[src/rtl/bat_presence_seq.sv]
module bat_presence_seq #(
  parameter bit STOP_ON_ABSENT = 1'b1,
  parameter int WIN_MS         = 32
) (
  input  logic       clk,
  input  logic       rst_n,
  input  logic       supply_ok,
  input  logic       chg_en_n,
  input  logic       bat_below_short,
  input  logic       bat_above_3v7,
  input  logic       ms_tick,
  output logic       bat_det,
  output logic       no_bat,
  output logic       float_4v_sel,
  output logic       pwm_req,
  output logic       stat_pulse,
  output logic [2:0] fault,
  output logic       skip_sw_test,
  output logic       tmr_long_dis
);

  localparam int CNT_W = $clog2(WIN_MS + 1);

  typedef enum logic [2:0] {S_IDLE, S_WAIT, S_WIN, S_PASS, S_ABS} st_t;

  st_t              st_q, st_d;
  logic [CNT_W-1:0] cnt_q;
  logic             stat_q;

  wire win_last = ms_tick && (cnt_q == CNT_W'(WIN_MS - 1));

  always_comb begin
    st_d = st_q;
    if (!supply_ok) st_d = S_IDLE;
    else begin
      case (st_q)
        S_IDLE: if (!chg_en_n) st_d = bat_below_short ? S_WAIT : S_PASS;
        S_WAIT: if (chg_en_n) st_d = S_IDLE;
                else if (!bat_below_short) st_d = S_WIN;
        S_WIN:  if (chg_en_n) st_d = S_IDLE;
                else if (bat_above_3v7) st_d = S_ABS;
                else if (win_last) st_d = S_PASS;
        default: st_d = st_q;
      endcase
    end
  end

  always_ff @(posedge clk or negedge rst_n) begin
    if (!rst_n) begin
      st_q   <= S_IDLE;
      cnt_q  <= '0;
      stat_q <= 1'b0;
    end else begin
      st_q   <= st_d;
      stat_q <= (st_q == S_WIN) && (st_d == S_ABS);
      if (st_q != S_WIN) cnt_q <= '0;
      else if (ms_tick)  cnt_q <= cnt_q + CNT_W'(1);
    end
  end

  wire absent = (st_q == S_ABS);

  assign bat_det      = !(st_q == S_WAIT || st_q == S_WIN || absent);
  assign no_bat       = absent;
  assign float_4v_sel = (st_q == S_WIN);
  assign pwm_req      = !chg_en_n &&
                        (st_q == S_WIN || st_q == S_PASS || (absent && !STOP_ON_ABSENT));
  assign stat_pulse   = stat_q;
  assign fault        = absent ? 3'b111 : 3'b000;
  assign skip_sw_test = absent;
  assign tmr_long_dis = absent && STOP_ON_ABSENT;

endmodule

[config.mk]
export PLATFORM = sky130hd
export DESIGN_NAME = bat_presence_seq
export DESIGN_NICKNAME = d
export VERILOG_FILES = /design/src/rtl/bat_presence_seq.sv
export SDC_FILE = /design/constraint.sdc
export NUM_CORES = 1
export LEC_CHECK = 0
export BUFFER_PORTS_ARGS = -buffer_cell sky130_fd_sc_hd__buf_2
export CAP_MARGIN = 20
export CORE_MARGIN = 8
export CORE_UTILIZATION = 42
export DETAILED_ROUTE_END_ITERATION = 12
export PLACE_DENSITY = 0.69
export SLEW_MARGIN = 20
export SYNTH_ARGS = -nofsm -noshare
export SYNTH_HDL_FRONTEND = slang
export SYNTH_SLANG_ARGS = --single-unit
[constraint.sdc]
create_clock -name clk -period 1.4 [get_ports clk]
set_clock_uncertainty 0.2 [all_clocks]
set_input_delay 0.28 -clock clk [delete_from_list [all_inputs] [get_ports clk]]
set_output_delay 0.28 -clock clk [all_outputs]
set_load 0.005 [all_outputs]
Yosys cells after proc, flatten, opt, wreduce, memory -nomap -nowiden
Index checks and enable logic that the tools add are counted.

word-level totals
  register bits after elaboration = 10
  input port bits = 7

operators by class
  muxes and demuxes = 12
  add/subtract/negate cells = 1
  reduce and logical (&&, ||, !) cells = 10
  eq/ne operators = 7

operators with widths
  operator                                               count
  2-to-1 mux 3 bit                                       8
  2-to-1 mux 6 bit                                       2
  one-hot mux 3 bit (3 select lines)                     1
  adder 6 x 1 -> 6 bit, second input constant            1
  equality test 3 x 2 -> 1 bit, second input constant    2
  equality test 3 bit, second input constant             2
  equality test 6 x 5 -> 1 bit, second input constant    1
  equality test 3 x 1 -> 1 bit, second input constant    1
  logical AND 1 bit                                      3
  logical NOT 3 bit                                      1
  logical OR 1 bit                                       3
  inequality test 3 x 2 -> 1 bit, second input constant  1
  logical NOT 1 bit                                      2
  2-to-1 mux 2 bit                                       1
  nonzero test 2 bit                                     1

Logic depth before layout (Yosys ltp)
  depth in word-level cells = 9
  mapped depth = 5

Worst setup path after synthesis
No wires, ideal clock.

  path kind = reg-to-output
  start = reg st_q[0]
  end = out fault[0]
  cell stages (with the launch flop) = 4
  buffers on the path = 1
  arrival = 1.039 ns
  path slack = -0.119 ns
  cell sequence = dfrtp_1 nand2b_1 nor2_1 buf_4

between the ends
  word-level cells in the longest chain between the ends = 2

ends and longest elaborated chain
  element                 line  source
  start, declared         26    st_t st_q, st_d;
  start signal, assigned  54    st_q <= st_d;
  equality test 3 bit     61    wire absent = (st_q == S_ABS);
  via no_bat              13    output logic no_bat,
  2-to-1 mux 3 bit        69    assign fault = absent ? 3'b111 : 3'b000;
  end, declared           17    output logic [2:0] fault,

The timed path passes the listed nets, and every way through them passes these cells.

Worst setup path after layout
  start = reg st_q[0]
  end = out float_4v_sel

between the ends
  word-level cells in the longest chain between the ends = 1

ends and longest elaborated chain
  element                       line  source
  equality test 3 x 2 -> 1 bit  65    assign float_4v_sel = (st_q == S_WIN);
  end, declared                 14    output logic float_4v_sel,

No other way between the ends.

==> flow_metrics.py <==
metrics = {
    "outcome": {
        "status": "complete, but fails checks",
        "violations": "negative setup slack",
    },
    "finish": {
        "postLayoutCellArea_um2": 800,
        "final_core_util_pct": 63.0,
        "drive_above_1_share_pct": 53.1,
        "final_common_cell": "buf_2",
        "fill_cells": 104,
        "diodes": 0,
        "mostFrequentLayoutCells": "buf_2, dfrtp_1, buf_4",
        "final_nets": 90,
        "syn_to_final_growth_pct": 44.6,
    },
    "floorplanning": {
        "initial_utilization_pct": 43.6,
        "dieArea_um2": 2730,
        "die_h_um": 52.3,
        "chipWidth_um": 52.3,
        "core_area_um2": 1270,
        "io_pins": 17,
        "placementRows": 13,
    },
    "route": {
        "drc_errors": 0,
        "routed_wl_um": 1260,
        "num_vias": 483,
        "wl_met2_um": 586,
        "drt_iter0_drc": 4,
        "wl_per_cell_um": 13.1,
        "wl_met1_um": 556,
        "top_layer_used": "met4",
        "via_per_inst": 5.03,
        "wl_met3_um": 98,
        "first_pass_iters": 4,
        "antenna_left": 0,
    },
    "timing": {
        "setup_viol": 17,
        "min_period_over_period_pct": 123,
        "final_hold_viol_count": 0,
        "tns_ns": -2.12,
        "final-max-slew-violation-count": 0,
        "period_minus_slack_ns": 1.72,
        "hold_ws_ns": 0.0823,
        "setup_slack_ns": -0.316,
        "slew_headroom_pct": 83.3,
        "grt_setup_unrepaired": "yes",
        "timing.fmax_mhz": 583,
        "max_slew.worst_pin.slew_ns": 0.246,
    },
    "power": {
        "p_leak_uw": 0.000400,
        "peakVddDrop_mv": 0.681,
        "combinationalPowerShare_pct": 18.6,
        "power.switching_uw": 164,
        "powerDensity_nw_per_um2": 862,
        "pwr-share-seq_pct": 43.9,
        "p_int_uw": 526,
        "sw_frac_of_total_pct": 23.7,
        "p_clk_share_pct": 37.5,
    },
    "grt": {
        "grtUsageTotal_pct": 10.4,
        "grt_pass1_wl_um": 2150,
        "grt-ovfl-total": 0,
        "antenna_found_initial": 0,
        "grt_pass1_vias": 527,
        "grt_max_degree": 11,
    },
    "logic_synthesis": {
        "syn_inst": 55,
        "netlist_area_um2": 553,
        "syn_nets": 63,
        "synth-seq-area-share_pct": 45.2,
        "synth.distinct_cells": 26,
        "syn_avg_cell_area_um2": 10.1,
        "ys_warn_count": 0,
        "synth-seq-cells": 10,
    },
    "place": {
        "dp_hpwl_um": 906,
        "place_ws_ns": -0.0652,
        "io_buffers": 16,
        "place_area_um2": 673,
        "place_congestion": 0.759,
    },
    "cts": {
        "clk_path_buf_depth": 2,
        "cts_tree": "done",
        "ctsRootBufferMaster": "clkbuf_4",
        "insertion_delay_ns": 0.27,
        "h-tree-depth": 1,
        "cts_buffers": 3,
        "cts.sinks": 10,
        "cts.reportedPaths.clkPinSlew_ns": 0.06,
    },
    "flow_run": {
        "maxCapViolCount": 0,
    },
    "worst_setup_path": {
        "cp.arrival_ns": 1.24,
        "startpoint_type": "flop",
        "critPathRequiredTime_ns": 0.92,
        "cp-end-kind": "output port",
        "crit_fanout": 4,
        "critPathKind": "reg -> out",
    },
    "worst_hold_path": {
        "hp-class": "in -> reg",
    },
}
cells by family after synthesis:
family / share of synthesized area [%]
multiplexers: 1.81
adder cells (fa/ha/maj): 2.26
XOR/XNOR: 7.92
AO/OA/AOI/OAI: 9.28
flip-flops: 45.2
buffers and inverters: 10.9
AND/OR/NAND/NOR: 22.6
through the flow:
| step | power [µW] | cells |
|---|---|---|
| 6_report | 689 | 96 |
| 5_1_grt | 720 | 96 |
| 4_1_cts | 684 | 95 |
| 3_5_place_dp | 406 | 89 |
| 3_3_place_gp | 404 | 89 |
| 2_1_floorplan | 360 | 55 |
critical path: stages, from the launching register on:
cell and delay (ns):
dfrtp_1 0.41, or3b_4 0.40, inv_2 0.07, buf_6 0.09
synth_stat cells:
| master | count | area [µm²] |
|---|---|---|
| nand2b_1 | 1 | 6.26 |
| buf_6 | 1 | 11.3 |
| a21oi_1 | 2 | 10.0 |
| or3b_1 | 1 | 8.76 |
| inv_1 | 1 | 3.75 |
| o21ai_0 | 1 | 5.00 |
| nor4bb_1 | 1 | 10.0 |
| nor2_1 | 9 | 33.8 |
| and2_1 | 1 | 6.26 |
| o211a_1 | 1 | 10.0 |
| nor3_1 | 2 | 10.0 |
| nand2_1 | 2 | 7.51 |
| o21a_1 | 1 | 7.51 |
| buf_4 | 6 | 45.0 |
| nand4_1 | 2 | 12.5 |
| o221a_1 | 1 | 11.3 |
| o31ai_1 | 1 | 7.51 |
| dfrtp_1 | 10 | 250 |
| nor2b_1 | 1 | 6.26 |
| ha_1 | 1 | 12.5 |
| nor3b_1 | 1 | 7.51 |
| or3_1 | 1 | 6.26 |
| xor2_1 | 3 | 26.3 |
| xnor2_1 | 2 | 17.5 |
| or4b_1 | 1 | 10.0 |
| mux2i_1 | 1 | 10.0 |
area by class of cell:
class                           instances  area (µm²)  share of cell area [%]
Sequential cell                        10         250                    31.3
Timing Repair Buffer                   29         201                    25.2
Clock buffer                            4        36.3                    4.54
Inverter                                1        3.75                   0.469
Multi-Input combinational cell         37         289                    36.2
Tap cell                               15        18.8                    2.35
timing repair:
action / CTS / global route
pin swaps: 2 / 1
resized for setup: 8 / 8
buffers inserted: 1 / 1
hold buffers: 1 / 0
cloned: 0 / 0
hold endpoints to repair: 10 / 0
endpoints found under the setup margin: 11 / 18
final timing paths:
kind,from,endpoint,slack (ns),cells past startpoint
setup reg to reg,st_q[0],st_q[1],-0.12,3
hold reg to reg,cnt_q[2],cnt_q[2],0.38,2
setup / recovery,st_q[0],float_4v_sel,-0.32,3
min in group asynchronous,rst_n,cnt_q[1],0.19,2
hold / removal,supply_ok,st_q[2],0.08,2
max in group asynchronous,rst_n,st_q[1],0.62,2
routing by layer:
metal  vias to the layer above  GRT usage, %
met5                         -             0
met4                         0          3.88
met3                         2          5.11
met2                        12          17.8
met1                       229          10.7
li1                        240             -
registers in the layout, indices dropped and copies added (netlist names):
register,flops
st_q,3
cnt_q,6
stat_pulse,1
power groups by stage:
stage / clock [µW] / sequential [µW] / combinational [µW]
CTS: 265 / 302 / 118
finish: 258 / 303 / 128
detailed placement: 0 / 307 / 99.1
global placement: 0 / 307 / 97.4
floorplan: 0 / 308 / 52.2
global route: 275 / 303 / 142
Power figures use the tool's default switching activity.
